`src/rtl/i2cs_pkg.sv`:
```
package i2cs_pkg;
  typedef enum logic [2:0] {
    ST_IDLE, ST_ADDR, ST_AACK, ST_RX, ST_RACK, ST_TX, ST_TACK, ST_IGNORE
  } i2cs_state_e;

  localparam logic [2:0] A_TXD  = 3'd4;
  localparam logic [2:0] A_RXD  = 3'd5;
  localparam logic [2:0] A_STAT = 3'd6;
endpackage

```
`src/rtl/i2cs_linemon.sv`:
```
module i2cs_linemon #(
  parameter int SYNC = 2
) (
  input  logic clk,
  input  logic rst_n,
  input  logic scl_i,
  input  logic sda_i,
  output logic sda_s,
  output logic scl_rise,
  output logic scl_fall,
  output logic start_p,
  output logic stop_p
);
  logic [SYNC:0] scl_sh, sda_sh;

  always_ff @(posedge clk or negedge rst_n) begin
    if (!rst_n) begin
      scl_sh <= '1;
      sda_sh <= '1;
    end else begin
      scl_sh <= {scl_sh[SYNC-1:0], scl_i};
      sda_sh <= {sda_sh[SYNC-1:0], sda_i};
    end
  end

  logic scl_now, scl_old, sda_old;
  assign scl_now  = scl_sh[SYNC-1];
  assign scl_old  = scl_sh[SYNC];
  assign sda_s    = sda_sh[SYNC-1];
  assign sda_old  = sda_sh[SYNC];
  assign scl_rise = scl_now & ~scl_old;
  assign scl_fall = ~scl_now & scl_old;
  assign start_p  = scl_now & scl_old & sda_old & ~sda_s;
  assign stop_p   = scl_now & scl_old & ~sda_old & sda_s;
endmodule

```
`src/rtl/i2cs_idmatch.sv`:
```
module i2cs_idmatch #(
  parameter int N_IDS = 4
) (
  input  logic [N_IDS*8-1:0] ids,
  input  logic [6:0]         addr7,
  output logic               hit
);
  logic [N_IDS-1:0] eq;
  for (genvar i = 0; i < N_IDS; i++) begin : g_cmp
    assign eq[i] = (ids[i*8+7 -: 7] == addr7);
  end
  assign hit = |eq;
endmodule

```
`src/rtl/i2cs_fifo.sv`:
```
module i2cs_fifo #(
  parameter int W     = 8,
  parameter int DEPTH = 4
) (
  input  logic         clk,
  input  logic         rst_n,
  input  logic         flush,
  input  logic         push,
  input  logic [W-1:0] wdata,
  input  logic         pop,
  output logic [W-1:0] rdata,
  output logic         empty,
  output logic         full
);
  localparam int AW = (DEPTH > 1) ? $clog2(DEPTH) : 1;
  localparam int CW = $clog2(DEPTH + 1);

  logic [W-1:0]  mem [DEPTH];
  logic [AW-1:0] wp, rp;
  logic [CW-1:0] cnt;
  logic          do_push, do_pop;

  assign empty   = (cnt == '0);
  assign full    = (cnt == CW'(DEPTH));
  assign do_push = push & ~full & ~flush;
  assign do_pop  = pop & ~empty & ~flush;
  assign rdata   = mem[rp];

  function automatic logic [AW-1:0] inc(input logic [AW-1:0] p);
    return (p == AW'(DEPTH - 1)) ? '0 : p + AW'(1);
  endfunction

  always_ff @(posedge clk or negedge rst_n) begin
    if (!rst_n) begin
      wp  <= '0;
      rp  <= '0;
      cnt <= '0;
    end else if (flush) begin
      wp  <= '0;
      rp  <= '0;
      cnt <= '0;
    end else begin
      if (do_push) wp <= inc(wp);
      if (do_pop)  rp <= inc(rp);
      if (do_push != do_pop) cnt <= do_push ? cnt + CW'(1) : cnt - CW'(1);
    end
  end

  always_ff @(posedge clk) begin
    if (do_push) mem[wp] <= wdata;
  end
endmodule

```
`src/rtl/i2c_quad_id_slave.sv`:
```
module i2c_quad_id_slave
  import i2cs_pkg::*;
#(
  parameter int N_IDS    = 4,
  parameter int FIFO_DEP = 4,
  parameter int SYNC     = 2
) (
  input  logic       clk,
  input  logic       rst_n,
  input  logic       scl_i,
  input  logic       sda_i,
  output logic       sda_oe_o,
  input  logic       master_mode_i,
  input  logic       rx_flush_i,
  input  logic       reg_wr_i,
  input  logic       reg_rd_i,
  input  logic [2:0] reg_addr_i,
  input  logic [7:0] reg_wdata_i,
  output logic [7:0] reg_rdata_o
);
  localparam int IDW = N_IDS * 8;

  logic sda_s, scl_rise, scl_fall, start_p, stop_p;
  i2cs_linemon #(.SYNC(SYNC)) u_mon (
    .clk, .rst_n, .scl_i, .sda_i, .sda_s, .scl_rise, .scl_fall, .start_p, .stop_p
  );

  i2cs_state_e st_q, st_d;
  logic [3:0]  cnt_q, cnt_d;
  logic [7:0]  sh_q, sh_d;
  logic        rw_q, rw_d, ackok_q, ackok_d, oe_q, oe_d;
  logic [IDW-1:0] id_q, id_d;
  logic        stopf_q, stopf_d;
  logic        hit, busy;

  i2cs_idmatch #(.N_IDS(N_IDS)) u_match (.ids(id_q), .addr7(sh_q[7:1]), .hit);

  logic       rx_push, rx_pop, rx_empty, rx_full;
  logic       tx_push, tx_pop, tx_empty, tx_full;
  logic [7:0] rx_rdata, tx_rdata, tx_byte;

  i2cs_fifo #(.W(8), .DEPTH(FIFO_DEP)) u_rxf (
    .clk, .rst_n, .flush(rx_flush_i), .push(rx_push), .wdata(sh_q),
    .pop(rx_pop), .rdata(rx_rdata), .empty(rx_empty), .full(rx_full)
  );
  i2cs_fifo #(.W(8), .DEPTH(FIFO_DEP)) u_txf (
    .clk, .rst_n, .flush(1'b0), .push(tx_push), .wdata(reg_wdata_i),
    .pop(tx_pop), .rdata(tx_rdata), .empty(tx_empty), .full(tx_full)
  );

  assign busy    = (st_q != ST_IDLE);
  assign tx_byte = tx_empty ? 8'hFF : tx_rdata;
  assign tx_push = reg_wr_i & (reg_addr_i == A_TXD);
  assign rx_pop  = reg_rd_i & (reg_addr_i == A_RXD);

  // Protocol next state
  always_comb begin
    st_d = st_q; cnt_d = cnt_q; sh_d = sh_q; rw_d = rw_q;
    ackok_d = ackok_q; oe_d = oe_q;
    rx_push = 1'b0; tx_pop = 1'b0;
    if (master_mode_i || stop_p) begin
      st_d = ST_IDLE; oe_d = 1'b0;
    end else if (start_p) begin
      st_d = ST_ADDR; cnt_d = '0; oe_d = 1'b0;
    end else begin
      unique case (st_q)
        ST_ADDR, ST_RX: begin
          if (scl_rise) begin
            sh_d  = {sh_q[6:0], sda_s};
            cnt_d = cnt_q + 4'd1;
          end else if (scl_fall && cnt_q == 4'd8) begin
            if (st_q == ST_ADDR && hit) begin
              st_d = ST_AACK; oe_d = 1'b1; rw_d = sh_q[0];
            end else if (st_q == ST_RX && !rx_full) begin
              st_d = ST_RACK; oe_d = 1'b1; rx_push = 1'b1;
            end else begin
              st_d = ST_IGNORE;
            end
          end
        end
        ST_AACK, ST_TACK: begin
          if (scl_rise) ackok_d = ~sda_s;
          if (scl_fall) begin
            cnt_d = '0;
            if (st_q == ST_AACK && !rw_q) begin
              st_d = ST_RX; oe_d = 1'b0;
            end else if (st_q == ST_AACK || ackok_q) begin
              st_d = ST_TX; sh_d = tx_byte; oe_d = ~tx_byte[7]; tx_pop = 1'b1;
            end else begin
              st_d = ST_IGNORE; oe_d = 1'b0;
            end
          end
        end
        ST_RACK: if (scl_fall) begin
          st_d = ST_RX; cnt_d = '0; oe_d = 1'b0;
        end
        ST_TX: if (scl_fall) begin
          if (cnt_q == 4'd7) begin
            st_d = ST_TACK; oe_d = 1'b0;
          end else begin
            sh_d = {sh_q[6:0], 1'b0}; cnt_d = cnt_q + 4'd1; oe_d = ~sh_q[6];
          end
        end
        default: oe_d = 1'b0;
      endcase
    end
  end

  // Register-side next state
  always_comb begin
    id_d = id_q;
    for (int i = 0; i < N_IDS; i++) begin
      if (reg_wr_i && !busy && reg_addr_i == 3'(i)) id_d[i*8 +: 8] = reg_wdata_i;
    end
    stopf_d = stopf_q;
    if (reg_rd_i && reg_addr_i == A_STAT) stopf_d = 1'b0;
    if (stop_p && !master_mode_i)         stopf_d = 1'b1;
  end

  always_ff @(posedge clk or negedge rst_n) begin
    if (!rst_n) begin
      st_q <= ST_IDLE; cnt_q <= '0; sh_q <= '0; rw_q <= 1'b0;
      ackok_q <= 1'b0; oe_q <= 1'b0; id_q <= '0; stopf_q <= 1'b0;
    end else begin
      st_q <= st_d; cnt_q <= cnt_d; sh_q <= sh_d; rw_q <= rw_d;
      ackok_q <= ackok_d; oe_q <= oe_d; id_q <= id_d; stopf_q <= stopf_d;
    end
  end

  assign sda_oe_o = oe_q;

  always_comb begin
    reg_rdata_o = 8'h00;
    if (reg_addr_i < 3'(N_IDS))      reg_rdata_o = id_q[reg_addr_i*8 +: 8];
    else if (reg_addr_i == A_RXD)    reg_rdata_o = rx_rdata;
    else if (reg_addr_i == A_STAT)
      reg_rdata_o = {2'b00, tx_full, rw_q, stopf_q, busy, ~rx_empty, tx_empty};
  end
endmodule

```
`config.mk`:
```
export PLATFORM = sky130hd
export DESIGN_NAME = i2c_quad_id_slave
export DESIGN_NICKNAME = d
export VERILOG_FILES = /design/src/rtl/i2cs_pkg.sv /design/src/rtl/i2cs_linemon.sv /design/src/rtl/i2cs_idmatch.sv /design/src/rtl/i2cs_fifo.sv /design/src/rtl/i2c_quad_id_slave.sv
export SDC_FILE = /design/constraint.sdc
export NUM_CORES = 1
export LEC_CHECK = 0
export ABC_AREA = 1
export BUFFER_PORTS_ARGS = -buffer_cell sky130_fd_sc_hd__buf_4
export CAP_MARGIN = 20
export CORE_AREA = 2 2 127 129
export CTS_CLUSTER_SIZE = 20
export DETAILED_ROUTE_END_ITERATION = 6
export DIE_AREA = 0 0 129 131
export GPL_TIMING_DRIVEN = 0
export PLACE_DENSITY_LB_ADDON = 0.2
export SLEW_MARGIN = 20
export SYNTH_ARGS = -nofsm -noshare
export SYNTH_HDL_FRONTEND = slang
export SYNTH_SLANG_ARGS = --single-unit
```
`constraint.sdc`:
```
create_clock -name clk -period 5.1 [get_ports clk]
set_input_delay 1.02 -clock clk [delete_from_list [all_inputs] [get_ports clk]]
set_output_delay 1.02 -clock clk [all_outputs]
set_load 0.03 [all_outputs]
```
==> results.md, run 1 <==
* Die area at 16900 um^2
* Vias at 5178
* Post-Syn Instances at 727
* Endpoints failing hold at 0
* Commonest non-fill, non-tap cells in the layout: nand2_1, inv_1, o21ai_0
* Final design utilization at 0.486
* Crit-path max FO at 10
* Global-route track usage on met2 at 0.333
* Mux share of post-synthesis cell area at 0
* Max Cap Violations at 0
* Total Wirelength at 16.7 mm
* # Post-CTS Setup Buffers at 0
* CP Buf/Inv Count at 4
* Later-pin clock latency in the skew report at 0.43 ns
* Placed Cells incl. Taps at 970
* Place WS at 1.51 ns
* Fillers at 1509
* Slowest cell on crit path: nor2_1
* CP required at 4.08 ns
* GRT Total Usage at 0.212
* Starting density of the core at 0.422
* TritonCTS Buffers at 17
* Relative slew slack at 0.304
* Largest family of logic cells by synthesized area: simple AND/OR/NAND/NOR gates
* Clk_skew at 0.00955 ns
* Synth Area in XOR/XNOR at 0.0186
* Area Growth Syn to Fin at 15.1%
* Cell Chain, Critical Path: buf_4, or2_2, buf_2, nor2_1, inv_1, o211ai_1, buf_4
* HP Class: flip-flop to flip-flop
* RSZ-0062 raised after global routing: false
* GRT busiest layer: met2
* Hold Buf Count CTS at 0
* Number of synthesized flops with an enable pin at 64
* WL/cell at 16.7 um
* Setup violators final at 0
* DP HPWL at 11.8 mm
* Clock Tree Buf Depth at 2
* H-tree lvl count at 4
* Nets at 806
* CTS tree: built
* Seq cells post-synth at 135
* CP most frequent cell: buf_4
* Worst-Margin Slew at 1.04 ns
* Library cells used by synthesis at 39
* Asr flop ratio synth at 0.526
* Synthesis Warnings at 0
* PD cells at 516 nW/um^2
* Clk sink count at 135
* Drt via density at 5.17
* Compound-gate portion of the synthesized area at 0.132
* Syn nets at 760
* R2R Setup Slk at 2.33 ns
* Ys flop type: dfrtp_1
* Fin crit share at 0.704
* ANT cells at 0
* Ports at 28
* CP Launch Type: input port
* Final worst setup slack at 1.51 ns
* M3 GR Usage at 0.0399
* CTS Root Cell: clkbuf_16
* Post-route ant nets at 0
* First-pass GRT wire length at 26.5 mm
* First DRT Iteration DRCs at 439
* Worst vdd ir at 0.289 mV
* Syn Std Cell Area at 6590 um^2
* Commonest non-fill, non-tap cell in the layout: nand2_1
* Status: complete, no violations
* Resized cells post-CTS at 0
* Synth Area in Adders at 0.0289
* RePlAce Congestion at 0.873
* Ratio of cells with drive above 1 in the final layout at 0.107
* Worst setup path category: input port to primary output
* CP arrival at 2.57 ns
* IO buf count at 27
* Router iterations before antenna repair at 5
* Clock transition at path regs at 0.05 ns
* Core ar. at 15600 um^2
* Grt met1 use at 0.283
* Crit end category: primary output
* Die Ht at 131 um
* Crit-path leading delay family: buffers and inverters
* Slowest cell delay on critical path at 0.31 ns
* Vias in the first global route at 5023
* Pin count of the biggest net entering global routing at 72
* Rows at 46
* GRT Residual Overflow at 0
* Final Max Slew Viols at 0
* DRC viols at 0
* Initial antenna violation count at 0
* Sequential cell area fraction in the yosys report at 0.563
* Mapped Avg Cell Area at 9.06 um^2
* Max Fclk at 278 MHz
* Die W at 129 um
* Synth Area in Simple Gates at 0.191
* Non-filler cells, final at 1002
* Total negative setup slack at 0 ns
* Period minus WS final at 3.59 ns
* Leak pwr at 3.24 nW
## cells by family after synthesis
logic type	count (synthesis)
simple gates	303
compound gates	149
flops	135
buf+inv	112
xor+xnor	14
fa+ha+maj	14
## per-stage QoR
stage	area [um^2]	hold slack, ns	power [mW]
6_report	7580	0.355	3.91
5_1_grt	7580	0.359	4.18
4_1_cts	7580	0.357	3.93
3_5_place_dp	7060	0.349	2.83
3_3_place_gp	7060	0.348	2.79
2_1_floorplan	6590	0.345	2.45
## per-layer routing
layer	vias to the layer above	share of wire
li1	2511	-
met1	2485	0.46
met2	150	0.47
met3	32	0.049
met4	0	0.027
met5	-	0
## sequential cells by signal, indices dropped and copies added (netlist names), 2 cells and up
name / flops
id_q: 32
u_rxf.mem: 32
u_txf.mem: 32
sh_q: 8
cnt_q: 4
st_q: 3
u_mon.scl_sh: 3
u_mon.sda_sh: 3
u_rxf.cnt: 3
u_txf.cnt: 3
u_rxf.rp: 2
u_rxf.wp: 2
u_txf.rp: 2
u_txf.wp: 2
## synthesized netlist by cell type (all sizes together) (3+ instances only)
cell,count,area (um^2)
a32o,6,60.1
nand3,34,180
ha,12,150
edfxtp,64,1920
o21ai,86,438
nor3,10,60.1
a22oi,7,52.6
buf,8,48.8
nor2,56,220
clkinv,3,11.3
o22ai,21,131
dfrtp,65,1630
o211ai,4,30.0
dfstp,6,158
nand2,197,744
xor2,4,35.0
nand4,3,25.0
xnor2,10,87.6
a21oi,20,100
inv,94,353
clkbuf,7,26.3
## worst register-to-register path, stage by stage, from the launching register on
cell and delay [ns]:
dfrtp_1 0.41, inv_2 0.08, nor2_2 0.20, nand3_1 0.20, nor2_1 0.14, nand2_1 0.16, nor2_1 0.36, inv_1 0.15
nor2_1 0.69
## where the power goes
| part | total, mW | leakage (nW) | switching [mW] | internal, mW |
|---|---|---|---|---|
| logic | 1.20 | 1.56 | 0.771 | 0.428 |
| clock network | 1.09 | 0.255 | 0.433 | 0.655 |
| registers | 1.62 | 1.43 | 0.214 | 1.41 |
| total | 3.91 | 3.24 | 1.42 | 2.49 |
## final cells by class
type                            count  area, um^2  share of cell area
Buffer                             15        75.1             0.00990
Timing Repair Buffer               27         203              0.0267
Tap cell                          216         270              0.0357
Multi-Input combinational cell    480        2440               0.322
Clock inverter                      5        27.5             0.00363
Inverter                           97         364              0.0480
Sequential cell                   135        3710               0.489
Clock buffer                       27         493              0.0650
## path summary, 6_finish.rpt
| check | start | endpoint | depth (start not counted) |
|---|---|---|---|
| min in group asynchronous | rst_n | u_rxf.rp[0] | 1 |
| min reg2reg | u_mon.scl_sh[0] | u_mon.scl_sh[1] | 0 |
| min | u_mon.scl_sh[0] | u_mon.scl_sh[1] | 0 |
| max in group asynchronous | rst_n | id_q[2] | 1 |
| max reg2reg | st_q[0] | u_rxf.mem[3][7] | 8 |
| max | reg_addr_i[0] | reg_rdata_o[5] | 7 |
Power figures use the tool's default switching activity.
==> inputs of run 2 (changes only) <==
Settings changed: ABC_AREA 1 to 0, CORE_AREA 2 2 127 129 to 2 2 126 128, DIE_AREA 0 0 129 131 to 0 0 128 130.
Clock period 5.1 ns to 3.65 ns, I/O delays scaled along.
==> results.md, run 2 <==
* Initial antenna violation count at 0
* Gate power share at 0.274
* Pin count of the biggest net entering global routing at 72
* Worst Hold Launch: u_mon.sda_sh[0]
* Min-Delay Path Depth at 0
* Max Fclk at 316 MHz
* Ports at 28
* H-tree lvl count at 4
* Sequential Power Share at 0.406
* Setup violators final at 0
* Seq cells post-synth at 135
* First DRT Iteration DRCs at 274
* Syn Std Cell Area at 6490 um^2
* HP Class: flip-flop to flip-flop
* Die W at 128 um
* Hold EP: u_mon.sda_sh[1]
* Router iterations before antenna repair at 4
* Final Max Slew Viols at 0
* Fin crit share at 0.867
* Crit-path max FO at 10
* TritonCTS Buffers at 17
* First-pass GRT wire length at 22.6 mm
* Fillers at 1337
* Drt via density at 5.48
* Clock power share at 0.319
* Most numerous cell in the Yosys netlist: dfrtp_1
* WL/cell at 19.5 um
* Leak pwr at 2.95 nW
* Final design utilization at 0.489
* Die Ht at 130 um
* CP required at 2.92 ns
* Ratio of cells with drive above 1 in the final layout at 0.277
* R2R Setup Slk at 1.04 ns
* RSZ-0062 raised after global routing: false
* Worst vdd ir at 0.375 mV
* Reg2Reg Depth at 6
* Worst reg2reg path endpoint: u_rxf.mem[0][1]
* DRC viols at 0
* Total negative setup slack at 0 ns
* Sw frac at 0.319
* Worst setup path category: input port to primary output
* Period minus WS final at 3.17 ns
* Commonest non-fill, non-tap cell in the layout: dfrtp_1
* Resized cells post-CTS at 0
* Mapped Avg Cell Area at 13.7 um^2
* Syn nets at 507
* Regs by FF count: id_q: 32 flops, u_rxf.mem: 32 flops, u_txf.mem: 32 flops
* CTS tree: built
* Nets at 551
* Clk sink count at 135
* Post-Syn Instances at 474
* Worst-Margin Slew at 0.932 ns
* PD cells at 735 nW/um^2
* Post-synth top area share at 0.296
* Library cells used by synthesis at 63
* Ys flop type: dfrtp_1
* ANT cells at 0
* Crit end category: primary output
* Sequential cell area fraction in the yosys report at 0.571
* DP HPWL at 10.1 mm
* Hold Buf Count CTS at 0
* Clock transition at path regs at 0.06 ns
* CP arrival at 2.44 ns
* Top cells by area, synth: edfxtp_1, dfrtp_1, mux4_2
* Asr flop ratio synth at 0.526
* Synthesis Warnings at 0
* Relative slew slack at 0.379
* Clock Tree Buf Depth at 2
* GRT Residual Overflow at 0
* Sw Pwr at 1.77 mW
* Endpoints failing hold at 0
* FF-to-FF Start: u_mon.scl_sh[2]
* GRT Total Usage at 0.182
* Core ar. at 15400 um^2
* RePlAce Congestion at 0.817
* Top post-synthesis cells by count: dfrtp_1, edfxtp_1, mux2_2
* IO buf count at 25
* Vias in the first global route at 4100
* Int Pwr at 3.77 mW
* Die area at 16600 um^2
* Status: complete, no violations
* Rows at 46
* Max Cap Violations at 0
* # Post-CTS Setup Buffers at 0
* Post-route ant nets at 0
* Starting density of the core at 0.421
* Area Growth Syn to Fin at 16.1%
* Clk_skew at 0.00679 ns
* Vias at 3965
* CTS Root Cell: clkbuf_16
* Number of synthesized flops with an enable pin at 64
* Later-pin clock latency in the skew report at 0.42 ns
* CP Launch Type: input port
* Commonest non-fill, non-tap cells in the layout: dfrtp_1, edfxtp_1, mux2_2
* Area leader, netlist: edfxtp_1
* Total Wirelength at 14.1 mm
run 2: cell count changes after synthesis, sizes merged, moves of 10 or more:
| cell | delta |
|---|---|
| nand2 | -175 |
| inv | -80 |
| nand3 | -29 |
| mux2 | +36 |
| o21ai | -61 |
| xor2 | +14 |
| mux4 | +24 |
| buf | +10 |
| o22ai | -14 |
| nor2 | -30 |
run 2: power groups by stage:
stage / Sequential [mW] / Combinational (mW) / Clock [mW]
finish: 2.25 / 1.52 / 1.77
global route: 2.30 / 1.67 / 1.86
CTS: 2.25 / 1.53 / 1.79
detailed placement: 2.28 / 1.52 / 0
global placement: 2.26 / 1.49 / 0
floorplan: 2.18 / 1.15 / 0
run 2: logic make-up (layout without fill, tap and decap cells):
group | after synthesis | count (layout) | share of synthesized area
simple gates | 111 | 111 | 0.0942
mux | 63 | 63 | 0.150
xor+xnor | 35 | 35 | 0.0495
compound gates | 76 | 76 | 0.0798
buf+inv | 40 | 97 | 0.0264
fa+ha+maj | 14 | 14 | 0.0293
flops | 135 | 135 | 0.571
run 2: area by class of cell:
| class | count | area, um^2 | area share |
|---|---|---|---|
| Inverter | 14 | 52.6 | 0.00697 |
| Timing Repair Buffer | 25 | 188 | 0.0249 |
| Multi-Input combinational cell | 299 | 2620 | 0.347 |
| Tap cell | 192 | 240 | 0.0319 |
| Clock buffer | 22 | 507 | 0.0672 |
| Sequential cell | 135 | 3710 | 0.491 |
| Clock inverter | 10 | 113 | 0.0149 |
| Buffer | 26 | 119 | 0.0158 |
run 2: layer usage:
| metal | wire length, um | share of wire | track usage | vias up |
|---|---|---|---|---|
| li1 | - | - | - | 1854 |
| met1 | 6460 | 0.46 | 0.244 | 2027 |
| met2 | 7040 | 0.50 | 0.300 | 72 |
| met3 | 415 | 0.029 | 0.0447 | 12 |
| met4 | 193 | 0.014 | 0.0517 | 0 |
| met5 | 0 | 0 | 0 | - |
run 2: worst max-delay path by stage:
| stage | from | end | slack (ns) | cells after the start |
|---|---|---|---|---|
| 2_1_floorplan | reg_addr_i[1] | reg_rdata_o[6] | 0.76 | 4 |
| 6_report | reg_addr_i[1] | reg_rdata_o[1] | 0.48 | 6 |
| 3_3_place_gp | reg_addr_i[1] | reg_rdata_o[1] | 0.47 | 6 |
| 5_1_grt | reg_addr_i[1] | reg_rdata_o[1] | 0.33 | 6 |
| 3_5_place_dp | reg_addr_i[1] | reg_rdata_o[1] | 0.44 | 6 |
| 4_1_cts | reg_addr_i[1] | reg_rdata_o[1] | 0.44 | 6 |
run 2: per-stage QoR:
stage | area, um^2 | instances | power [mW] | hold slack, ns | setup WS [ns]
2_1_floorplan | 6490 | 474 | 3.33 | 0.345 | 0.761
3_3_place_gp | 6920 | 691 | 3.75 | 0.346 | 0.465
3_5_place_dp | 6920 | 691 | 3.80 | 0.350 | 0.441
4_1_cts | 7540 | 723 | 5.57 | 0.358 | 0.441
5_1_grt | 7540 | 723 | 5.83 | 0.359 | 0.332
6_report | 7540 | 723 | 5.54 | 0.356 | 0.485
run 2: worst max-delay path, stage by stage:
cell and delay, ns:
buf_4 0.09, buf_1 0.57, mux4_2 0.61, nor2_1 0.14, a31oi_1 0.08, buf_4 0.21
